===== config.mk =====
export PLATFORM = sky130hd
export DESIGN_NAME = role_sel_ctrl
export DESIGN_NICKNAME = d
export VERILOG_FILES = /design/src/rtl/role_sel_pkg.sv /design/src/rtl/id_sync.sv /design/src/rtl/id_debounce.sv /design/src/rtl/role_fsm.sv /design/src/rtl/role_sel_ctrl.sv
export SDC_FILE = /design/constraint.sdc
export NUM_CORES = 1
export LEC_CHECK = 0
export ABC_AREA = 1
export CORE_AREA = 2 2 39 41
export CTS_CLUSTER_DIAMETER = 40
export CTS_CLUSTER_SIZE = 20
export DETAILED_ROUTE_END_ITERATION = 10
export DIE_AREA = 0 0 41 43
export HOLD_SLACK_MARGIN = 0.1
export PLACE_DENSITY = 0.69
export SLEW_MARGIN = 0
export SYNTH_ARGS = -nofsm -noshare
export SYNTH_HDL_FRONTEND = slang
export SYNTH_SLANG_ARGS = --single-unit

===== constraint.sdc =====
create_clock -name clk_i -period 1.61 [get_ports clk_i]
set_input_delay 0.161 -clock clk_i [delete_from_list [all_inputs] [get_ports clk_i]]
set_output_delay 0.161 -clock clk_i [all_outputs]
set_load 0.03 [all_outputs]

===== src/rtl/role_sel_pkg.sv =====
package role_sel_pkg;
  typedef enum logic [1:0] {
    ST_DEV  = 2'd0,
    ST_HOST = 2'd1,
    ST_SWAP = 2'd2
  } role_st_e;
endpackage


===== src/rtl/id_sync.sv =====
module id_sync #(
  parameter int unsigned STAGES  = 2,
  parameter logic        RST_VAL = 1'b1
) (
  input  logic clk_i,
  input  logic rst_ni,
  input  logic d_i,
  output logic q_o
);
  logic [STAGES-1:0] stg_q;

  generate
    for (genvar i = 0; i < STAGES; i++) begin : g_stage
      if (i == 0) begin : g_first
        always_ff @(posedge clk_i or negedge rst_ni) begin
          if (!rst_ni) stg_q[i] <= RST_VAL;
          else         stg_q[i] <= d_i;
        end
      end else begin : g_next
        always_ff @(posedge clk_i or negedge rst_ni) begin
          if (!rst_ni) stg_q[i] <= RST_VAL;
          else         stg_q[i] <= stg_q[i-1];
        end
      end
    end
  endgenerate

  assign q_o = stg_q[STAGES-1];
endmodule


===== src/rtl/id_debounce.sv =====
module id_debounce #(
  parameter int unsigned CYCLES  = 16,
  parameter logic        RST_VAL = 1'b1
) (
  input  logic clk_i,
  input  logic rst_ni,
  input  logic d_i,
  output logic q_o
);
  localparam int unsigned CW = (CYCLES < 2) ? 1 : $clog2(CYCLES);
  localparam logic [CW-1:0] CNT_LAST = CW'(CYCLES - 1);

  logic          stable_q;
  logic [CW-1:0] cnt_q;
  logic          differ;

  assign differ = (d_i != stable_q);

  always_ff @(posedge clk_i or negedge rst_ni) begin
    if (!rst_ni) begin
      stable_q <= RST_VAL;
      cnt_q    <= '0;
    end else if (!differ) begin
      cnt_q <= '0;
    end else if (cnt_q == CNT_LAST) begin
      stable_q <= d_i;
      cnt_q    <= '0;
    end else begin
      cnt_q <= cnt_q + 1'b1;
    end
  end

  assign q_o = stable_q;
endmodule


===== src/rtl/role_fsm.sv =====
module role_fsm
  import role_sel_pkg::*;
(
  input  logic clk_i,
  input  logic rst_ni,
  input  logic eff_id_i,
  input  logic host_req_i,
  input  logic bus_idle_i,
  input  logic disconnect_i,
  output logic role_host_o,
  output logic nego_o
);
  role_st_e st_q, st_d;
  logic     eff_id_q;
  logic     id_chg;

  assign id_chg = (eff_id_i != eff_id_q);

  always_comb begin
    st_d = st_q;
    unique case (st_q)
      ST_DEV: begin
        if (id_chg && !eff_id_i) st_d = ST_HOST;
        else if (host_req_i)     st_d = ST_SWAP;
      end
      ST_HOST: begin
        if (id_chg && eff_id_i) st_d = ST_DEV;
      end
      ST_SWAP: begin
        // cancel wins over idle
        if (disconnect_i)    st_d = ST_DEV;
        else if (bus_idle_i) st_d = ST_HOST;
      end
      default: st_d = ST_DEV;
    endcase
  end

  always_ff @(posedge clk_i or negedge rst_ni) begin
    if (!rst_ni) begin
      st_q     <= ST_DEV;
      eff_id_q <= 1'b1;
    end else begin
      st_q     <= st_d;
      eff_id_q <= eff_id_i;  // changes during pending request are absorbed
    end
  end

  assign role_host_o = (st_q == ST_HOST);
  assign nego_o      = (st_q == ST_SWAP);
endmodule


===== src/rtl/role_sel_ctrl.sv =====
module role_sel_ctrl #(
  parameter int unsigned SYNC_STAGES = 2,
  parameter int unsigned DB_CYCLES   = 16,
  parameter int unsigned SPEED_W     = 2
) (
  input  logic               clk_i,
  input  logic               rst_ni,
  input  logic               id_pin_i,
  input  logic               id_ovr_en_i,
  input  logic               id_ovr_val_i,
  input  logic               host_req_i,
  input  logic               bus_idle_i,
  input  logic               disconnect_i,
  input  logic [SPEED_W-1:0] link_speed_i,
  output logic               role_host_o,
  output logic               nego_o,
  output logic [SPEED_W-1:0] speed_o
);
  logic id_sync_w;
  logic id_db_w;
  logic eff_id;

  id_sync #(.STAGES(SYNC_STAGES), .RST_VAL(1'b1)) u_sync (
    .clk_i (clk_i),
    .rst_ni(rst_ni),
    .d_i   (id_pin_i),
    .q_o   (id_sync_w)
  );

  id_debounce #(.CYCLES(DB_CYCLES), .RST_VAL(1'b1)) u_db (
    .clk_i (clk_i),
    .rst_ni(rst_ni),
    .d_i   (id_sync_w),
    .q_o   (id_db_w)
  );

  assign eff_id = id_ovr_en_i ? id_ovr_val_i : id_db_w;

  role_fsm u_fsm (
    .clk_i       (clk_i),
    .rst_ni      (rst_ni),
    .eff_id_i    (eff_id),
    .host_req_i  (host_req_i),
    .bus_idle_i  (bus_idle_i),
    .disconnect_i(disconnect_i),
    .role_host_o (role_host_o),
    .nego_o      (nego_o)
  );

  always_ff @(posedge clk_i or negedge rst_ni) begin
    if (!rst_ni) speed_o <= '0;
    else         speed_o <= link_speed_i;
  end
endmodule


==> results.toml, run 1 <==
[route]
drt-initial-drc-count = 4
wl_per_cell_um = 9.09
wirelength_um = 809
ant_nets = 0
drc_errors = 0
drtPass1Iterations = 3
num_vias = 400
vias_per_cell = 4.49

[cts]
path_clk_slew_ps = 60
clkSinkCount = 12
htreeDepth = 1
cts_made_buffers = 3
cts_root_buf = "clkbuf_4"
clk_latency_ps = 260
cts_tree = "built"
cts.path.max_buffers = 2

[synth]
synth_xor_area_share_pct = 4.82
syn_area_um2 = 546
ys_ff_latch = 12
synthAdderAreaFrac_pct = 2.29
synth_cells = 57
ys_warn_count = 0
synth-simple-area-share_pct = 25.0
synth_edf_count = 0
avgSynthCellArea_um2 = 9.57
synth_most_common_cell = "nor2_1"
synth_commonest_cells = "nor2_1, dfrtp_1, nand2_1, inv_1, dfstp_2"
synth_top_area_share_pct = 36.7
ys.flop_type = "dfrtp_1"
ys_types = 16
synth_mux_area_share_pct = 0
ys_seq_area_share_pct = 56.0
synth_top_family_by_area = "simple AND/OR/NAND/NOR gates"
syn_nets = 68
yosysTopAreaCell = "dfrtp_1"
synth_area_leaders = "dfrtp_1, dfstp_2, nor2_1"
ys_async_sr_fraction_pct = 100
synth-compound-area-share_pct = 5.05

[pwr]
ir_drop_v = 0.000581
pwr-share-seq_pct = 45.4
intPower_mw = 0.534
swShare_pct = 33.1
power.share.clock_pct = 21.1
power_density_mw_per_mm2 = 1110
power.switching_mw = 0.264
combPwrFrac_pct = 33.5
leakage_nw = 0.364

[floorplanning]
start_util_pct = 39.4
rows = 14
fp.dieH_um = 43
io_pins = 14
dieWidth_um = 41
core_area_mm2 = 0.00138
dieArea_mm2 = 0.00176

[timing]
fmax_ghz = 0.707
setup_violations = 0
finalSetupTns_ps = 0
slew_headroom_pct = 66.3
min_period_ps = 1410
period_share_pct = 87.8
slew_violations = 0
worst_pin_slew_ps = 504
finalClockSkew_ps = 0.679
hold_viol_final = 0
rsz0062_at_grt = "false"
setup_slack_ps = 196

[cells_and_area]
seqCellArea_um2 = 305
fillers = 135
area_growth_pct = 31.2
fin_nets = 86
drive_gt1_share_pct = 24.7
multi_input_area_um2 = 203
antenna_cells = 0

[global_routing]
grt_pass1_vias = 382
antenna_found_initial = 0
grt_usage_pct = 11.8
grt_pass1_wl_um = 1400
overflow = 0
grt_max_degree = 13

[critical_path]
crit_chain = "clkdlybuf4s50_1"
cp.arrival_ps = 1250
critPathCaptureType = "primary output"
crit_type = "reg -> out"
worst_path_largest_cell_delay_ps = 660
critPathRequiredTime_ps = 1450
critPathMaxFanout = 1
cp_num_buf_inv = 1
cp_slowest_cell = "clkdlybuf4s50_1"
cp_top_family = "buffers and inverters"
cp-start-kind = "register"

[placement]
io_buffers = 13
dp_slack_ps = 215
gp_congestion = 0.736
dp_hpwl_um = 673

[flow_run]
drv_cap = 0

[run_status]
status = "finished clean"

[worst_hold_path]
worstHoldPathType = "in -> async"
[layout by cell type (no fill, tap or decap)]
cell,synthesis,layout
a21oi_1,1,1
clkbuf_4,0,3
clkdlybuf4s50_1,0,11
dfrtp_1,8,8
dfstp_2,4,4
dlygate4sd2_1,0,2
ha_1,1,1
inv_1,7,7
inv_2,3,3
nand2_1,8,8
nand2_2,2,2
nand3_1,3,3
nand3_2,3,3
nor2_1,10,10
nor2_2,1,1
nor3_1,1,1
o21bai_2,2,2
xnor2_1,2,2
xor2_1,1,1
[registers in the layout, summed over array words and instances (netlist names)]
name / count
u_db.cnt_q: 4
speed_o: 2
u_fsm.st_q: 2
u_db.q_o: 1
u_fsm.eff_id_q: 1
u_sync.q_o: 1
u_sync.stg_q: 1
[cell type report]
cell class / count / area share (%)
inverters: 10 / 5.24
repair buffers: 13 / 17.8
flip-flops and latches: 12 / 42.7
well taps: 16 / 2.80
multi-input cells: 35 / 28.3
clock buffers: 3 / 3.15
[per-layer routing]
metal / track usage, % / share of wire, % / vias to the layer above
li1: - / - / 207
met1: 15.3 / 46 / 185
met2: 16.9 / 48 / 8
met3: 4.19 / 5.3 / 0
met4: 6.00 / 0 / 0
met5: 0 / 0 / -
[power by group through the flow]
stage | combinational, mW | sequential [mW] | clock (mW)
floorplan | 0.186 | 0.369 | 0
global placement | 0.283 | 0.366 | 0
detailed placement | 0.286 | 0.368 | 0
CTS | 0.271 | 0.362 | 0.180
global route | 0.299 | 0.366 | 0.193
finish | 0.267 | 0.363 | 0.168
[metrics by stage]
stage                     utilization (%)  std cells  area (um2)  total power [mW]  hold WS, ps
after global placement               50.3         86         696             0.648          346
after floorplan                         -         57         546             0.555         -135
after detailed placement             50.3         86         696             0.654          348
final                                51.7         89         716             0.798          238
after global routing                 51.7         89         716             0.858          274
after CTS                            51.7         89         716             0.814          243
[logic make-up after synthesis]
| logic type | after synthesis |
|---|---|
| flops | 12 |
| compound gates | 3 |
| fa+ha+maj | 1 |
| xor+xnor | 3 |
| buf+inv | 10 |
| simple gates | 28 |
[path summary, 6_finish.rpt]
path | slack, ps | cells after the start | endpoint | from
worst min register to register | 360 | 0 | u_sync.q_o$_DFF_PN1_ | u_sync.stg_q[0]$_DFF_PN1_
worst max-delay path | 200 | 1 | speed_o[0] | speed_o[0]$_DFF_PN0_
min in group clk_i | 300 | 1 | u_sync.stg_q[0]$_DFF_PN1_ | id_pin_i
worst min-delay path | 240 | 1 | u_db.cnt_q[0]$_DFF_PN0_ | rst_ni
worst max register to register | 480 | 6 | u_fsm.st_q[0]$_DFFE_PN0P_ | u_db.q_o$_DFFE_PN1P_
max in group asynchronous | 1020 | 1 | u_fsm.eff_id_q$_DFF_PN1_ | rst_ni
[worst reg2reg max path: cells and delay by family (launching register included)]
family / cells / cell delay [ps]
AND/OR/NAND/NOR: 3 / 210
buffers and inverters: 2 / 80
AO/OA/AOI/OAI: 1 / 170
flip-flops: 1 / 560
[what timing repair did]
action	CTS	global route
buffers inserted	0	0
gates resized for setup	2	0
hold buffers	0	0
setup endpoints to repair	2	0
Note: power is estimated with default switching activity, not from simulation.
==> inputs of run 2 (changes only) <==
CORE_AREA = 8 8 45 47   (was 2 2 39 41)
DIE_AREA = 0 0 53 55   (was 0 0 41 43)
HOLD_SLACK_MARGIN = unset   (was 0.1)
==> run 2 against run 1 <==
Against the previous run: final cell count up 1.1%; via count fell by 1.0%; global-route usage decreased by 4.3 points; critical endpoint is now speed_o[1]; largest cell class unchanged.
==> results.toml, run 2 (synthesis gave the netlist of run 1 again) <==
[cells_and_area]
largest_reg_flops = 4
drive_gt1_share_pct = 25.7
seqCellArea_um2 = 305
final_common_cell = "clkdlybuf4s50_1"
final_cell_mix = "clkdlybuf4s50_1, nor2_1, nand2_1, dfrtp_1, inv_1"
antenna_cells = 0
reg_top3 = "u_db.cnt_q (4), speed_o (2), u_fsm.st_q (2)"
fillers = 135
multi_input_area_um2 = 203
area_growth_pct = 33.7
top_register = "u_db.cnt_q"
fin_nets = 86

[route]
wirelength_um = 908
num_vias = 396
vias_per_cell = 4.40
ant_nets = 0
wl_per_cell_um = 10.1
drc_errors = 0
drtPass1Iterations = 4
drt-initial-drc-count = 3

[critical_path]
worst_path_largest_cell_delay_ps = 670
critPathMaxFanout = 1
cp.arrival_ps = 1260
critPathCaptureType = "primary output"
crit_type = "reg -> out"
reg2reg_depth = 6
cp_num_buf_inv = 1
cp_slowest_cell = "clkdlybuf4s50_1"
cp_top_family = "buffers and inverters"
crit_chain = "clkdlybuf4s50_1"
critPathRequiredTime_ps = 1450
cp.depth = 1
cp-start-kind = "register"

[global_routing]
grt_max_degree = 13
antenna_found_initial = 0
grt_pass1_wl_um = 1660
grt_pass1_vias = 400
grt_use_met1_pct = 9.61
use_met3_pct = 3.48
grt_usage_pct = 7.53
overflow = 0
grtUsageMet2_pct = 10.9
busiest_layer = "met2"

[floorplanning]
dieWidth_um = 53
start_util_pct = 39.4
io_pins = 14
fp.dieH_um = 55
dieArea_mm2 = 0.00292
core_area_mm2 = 0.00138
rows = 14

[placement]
gp_congestion = 0.737
io_buffers = 13
dp_slack_ps = 210
dp_hpwl_um = 786

[timing]
hold_ws_ps = 227
setup_violations = 0
slew_violations = 0
min_period_ps = 1420
setup_slack_ps = 188
period_share_pct = 88.3
fmax_ghz = 0.703
worst_pin_slew_ps = 490
hold_viol_final = 0
rsz0062_at_grt = "false"
slew_headroom_pct = 67.3
finalClockSkew_ps = 0.513
finalSetupTns_ps = 0

[pwr]
ir_drop_v = 0.000514
power.switching_mw = 0.274
finalPower_mw = 0.859
combPwrFrac_pct = 31.1
power.share.clock_pct = 26.7
leakage_nw = 0.371
intPower_mw = 0.584
power_density_mw_per_mm2 = 1180
swShare_pct = 32.0
pwr-share-seq_pct = 42.2

[cts]
clk_latency_ps = 260
htreeDepth = 1
cts_root_buf = "clkbuf_4"
cts.path.max_buffers = 2
holdBufCountCts = 0
cts_tree = "built"
cts_made_buffers = 3
cts_setup_buffers = 0
clkSinkCount = 12
path_clk_slew_ps = 70

[run_status]
status = "finished clean"

[flow_run]
drv_cap = 0

[worst_hold_path]
worstHoldPathType = "in -> async"
==> run 2: cell types whose count changed in the layout (fill, tap and decap cells not counted) <==
| cell | before | now |
|---|---|---|
| clkbuf_8 | 0 | 1 |
==> run 2: repair_timing <==
item	in CTS	in global routing
hold endpoints to repair	0	0
resized for setup	2	0
setup endpoints to repair	2	0
==> run 2: path summary, 6_finish.rpt <==
| kind | slack [ps] | endpoint | from |
|---|---|---|---|
| max reg2reg | 480 | u_fsm.st_q[0]$_DFFE_PN0P_ | u_db.q_o$_DFFE_PN1P_ |
| max | 190 | speed_o[1] | speed_o[1]$_DFF_PN0_ |
| max in group asynchronous | 1030 | u_fsm.eff_id_q$_DFF_PN1_ | rst_ni |
| min | 230 | u_db.cnt_q[1]$_DFF_PN0_ | rst_ni |
| min in group clk_i | 300 | u_sync.stg_q[0]$_DFF_PN1_ | id_pin_i |
| min reg2reg | 360 | u_sync.q_o$_DFF_PN1_ | u_sync.stg_q[0]$_DFF_PN1_ |
==> run 2: worst reg2reg max path: stages, from the launching register on <==
cell	delay, ps
dfstp_2	560
inv_2	40
nand2_1	60
nand3_2	60
nand2_2	80
inv_1	40
o21bai_2	170
==> run 2: metrics by stage <==
stage               area, um2  instances  utilization (%)
floorplan                 546         57                -
global placement          696         86             50.3
detailed placement        696         86             50.3
CTS                       729         90             52.7
global route              729         90             52.7
finish                    729         90             52.7
==> run 2: power groups by stage <==
stage	clock [mW]	combinational (mW)	sequential [mW]
finish	0.229	0.267	0.363
global route	0.254	0.301	0.369
CTS	0.238	0.272	0.363
detailed placement	0	0.287	0.368
global placement	0	0.285	0.366
floorplan	0	0.186	0.369
==> run 2: layout make-up <==
class / instances / share of cell area [%]
tap: 16 / 2.74
multi-input combinational: 35 / 27.8
inverter: 10 / 5.15
timing repair buffer: 13 / 17.5
sequential: 12 / 41.9
clock buffer: 4 / 4.97
==> run 2: per-layer routing <==
layer	part of all wire, %	wire [um]
met2	44	399
met4	0	0
met3	6.7	61
met1	49	447
met5	0	0
==> inputs of run 3 (changes only) <==
CTS_BUF_LIST = sky130_fd_sc_hd__clkbuf_16   (was unset)
==> run 3 against run 2 <==
Against the previous run: sequential share of layout area fell by 2.3 points; register-to-register slack barely moved; power rose by 26%; critical path type unchanged; non-clock buffer count did not move; die area did not move; largest cell class unchanged.
==> results.toml, run 3 (synthesis gave the netlist of run 1 again) <==
[cts]
clkSinkCount = 12
cts_made_buffers = 3
cts_setup_buffers = 0
htreeDepth = 1
path_clk_slew_ps = 40
cts_tree = "built"
holdBufCountCts = 0
clk_latency_ps = 240
cts.path.max_buffers = 2
cts_root_buf = "clkbuf_16"
cts_resized = 2

[critical_path]
critPathRequiredTime_ps = 1450
reg2reg_depth = 6
reg2reg_slack_ps = 480
cp_slowest_cell = "clkdlybuf4s50_1"
crit_chain = "clkdlybuf4s50_1"
crit_type = "reg -> out"
r2r-start = "u_db.q_o$_DFFE_PN1P_"
cp-endpoint = "speed_o[1]"
cp_num_buf_inv = 1
cp.depth = 1
cp_top_family = "buffers and inverters"
critPathCaptureType = "primary output"
worst_path_largest_cell_delay_ps = 670
regToRegEndpoint = "u_fsm.st_q[0]$_DFFE_PN0P_"
critPathMaxFanout = 1
cp-startpoint = "speed_o[1]$_DFF_PN0_"
cp.arrival_ps = 1230
cp-start-kind = "register"

[pwr]
power.switching_mw = 0.304
swShare_pct = 28.2
power_density_mw_per_mm2 = 1400
combPwrFrac_pct = 24.9
pwr-share-seq_pct = 33.9
power.share.clock_pct = 41.2
leakage_nw = 0.389
intPower_mw = 0.775
ir_drop_v = 0.000788

[floorplanning]
io_pins = 14
start_util_pct = 39.4
dieWidth_um = 53
core_area_mm2 = 0.00138
fp.dieH_um = 55
rows = 14
dieArea_mm2 = 0.00292

[cells_and_area]
antenna_cells = 0
final_cell_mix = "clkdlybuf4s50_1, nor2_1, nand2_1, dfrtp_1, inv_1"
finalNonFillerCells = 90
drive_gt1_share_pct = 24.3
largest_reg_flops = 4
final_common_cell = "clkdlybuf4s50_1"
reg_top3 = "u_db.cnt_q (4), speed_o (2), u_fsm.st_q (2)"
area_growth_pct = 41.5
fin_nets = 86
top_register = "u_db.cnt_q"

[timing]
finalClockSkew_ps = 1.19
slew_headroom_pct = 66.8
finalSetupTns_ps = 0
hold_viol_final = 0
period_share_pct = 86.2
fmax_ghz = 0.720
rsz0062_at_grt = "false"
setup_violations = 0
slew_violations = 0
worst_pin_slew_ps = 497
min_period_ps = 1390

[global_routing]
antenna_found_initial = 0
grt_pass1_wl_um = 1730
grt_usage_pct = 8.02
grt_max_degree = 13
grt_pass1_vias = 425
overflow = 0

[route]
drc_errors = 0
vias_per_cell = 4.44
ant_nets = 0
num_vias = 400
wirelength_um = 966
wl_per_cell_um = 10.7
drt-initial-drc-count = 4
drtPass1Iterations = 4

[placement]
dp_hpwl_um = 786
io_buffers = 13
dp.cells = 86
gp_congestion = 0.737

[run_status]
status = "finished clean"

[flow_run]
drv_cap = 0

[worst_hold_path]
worstHoldPathType = "in -> async"
==> run 3: changes by cell type in the layout (fill, tap and decap cells not counted), sizes merged <==
cell / previous run / this run
clkbuf: 4 / 3
clkinv: 0 / 1
==> run 3: worst min path at each step <==
stage | start | to | slack (ps) | cells after the start
finish | rst_ni | u_db.cnt_q[1]$_DFF_PN0_ | 260 | 1
global route | rst_ni | u_db.cnt_q[1]$_DFF_PN0_ | 320 | 1
CTS | rst_ni | u_db.cnt_q[1]$_DFF_PN0_ | 280 | 1
detailed placement | u_sync.stg_q[0]$_DFF_PN1_ | u_sync.q_o$_DFF_PN1_ | 350 | 0
global placement | u_sync.stg_q[0]$_DFF_PN1_ | u_sync.q_o$_DFF_PN1_ | 350 | 0
floorplan | rst_ni | speed_o[0]$_DFF_PN0_ | -130 | 0
==> run 3: layout make-up <==
type / count / area [um2]
clock buffer: 3 / 75.1
clock inverter: 1 / 3.75
fill: 128 / 612
inverter: 10 / 37.5
multi-input combinational: 35 / 203
sequential: 12 / 305
tap: 16 / 20.0
timing repair buffer: 13 / 128
==> run 3: power by group through the flow <==
| stage | Combinational [mW] | Clock (mW) | Sequential, mW |
|---|---|---|---|
| final | 0.268 | 0.444 | 0.366 |
| after floorplan | 0.186 | 0 | 0.369 |
| after global placement | 0.285 | 0 | 0.366 |
| after global routing | 0.302 | 0.472 | 0.371 |
| after CTS | 0.274 | 0.458 | 0.366 |
| after detailed placement | 0.287 | 0 | 0.368 |
==> run 3: routing by layer <==
| metal | track usage [%] | wire length [um] |
|---|---|---|
| met5 | 0 | 0 |
| met4 | 3.88 | 11 |
| met3 | 4.28 | 73 |
| met2 | 11.9 | 436 |
| met1 | 9.29 | 444 |
==> run 3: per-stage QoR <==
step	utilization (%)	setup WS (ps)	total power, mW	hold slack, ps	area (um2)
after floorplan	-	316	0.555	-135	546
after global placement	50.3	213	0.651	347	696
after detailed placement	50.3	210	0.655	348	696
after CTS	55.8	210	1.10	284	772
after global routing	55.8	138	1.15	320	772
final	55.8	222	1.08	262	772
==> run 3: worst register-to-register path: cells and delay by family, from the launching register on <==
kind	cells	cell delay (ps)
buffers and inverters	2	80
AND/OR/NAND/NOR	3	200
AO/OA/AOI/OAI	1	170
flip-flops	1	550
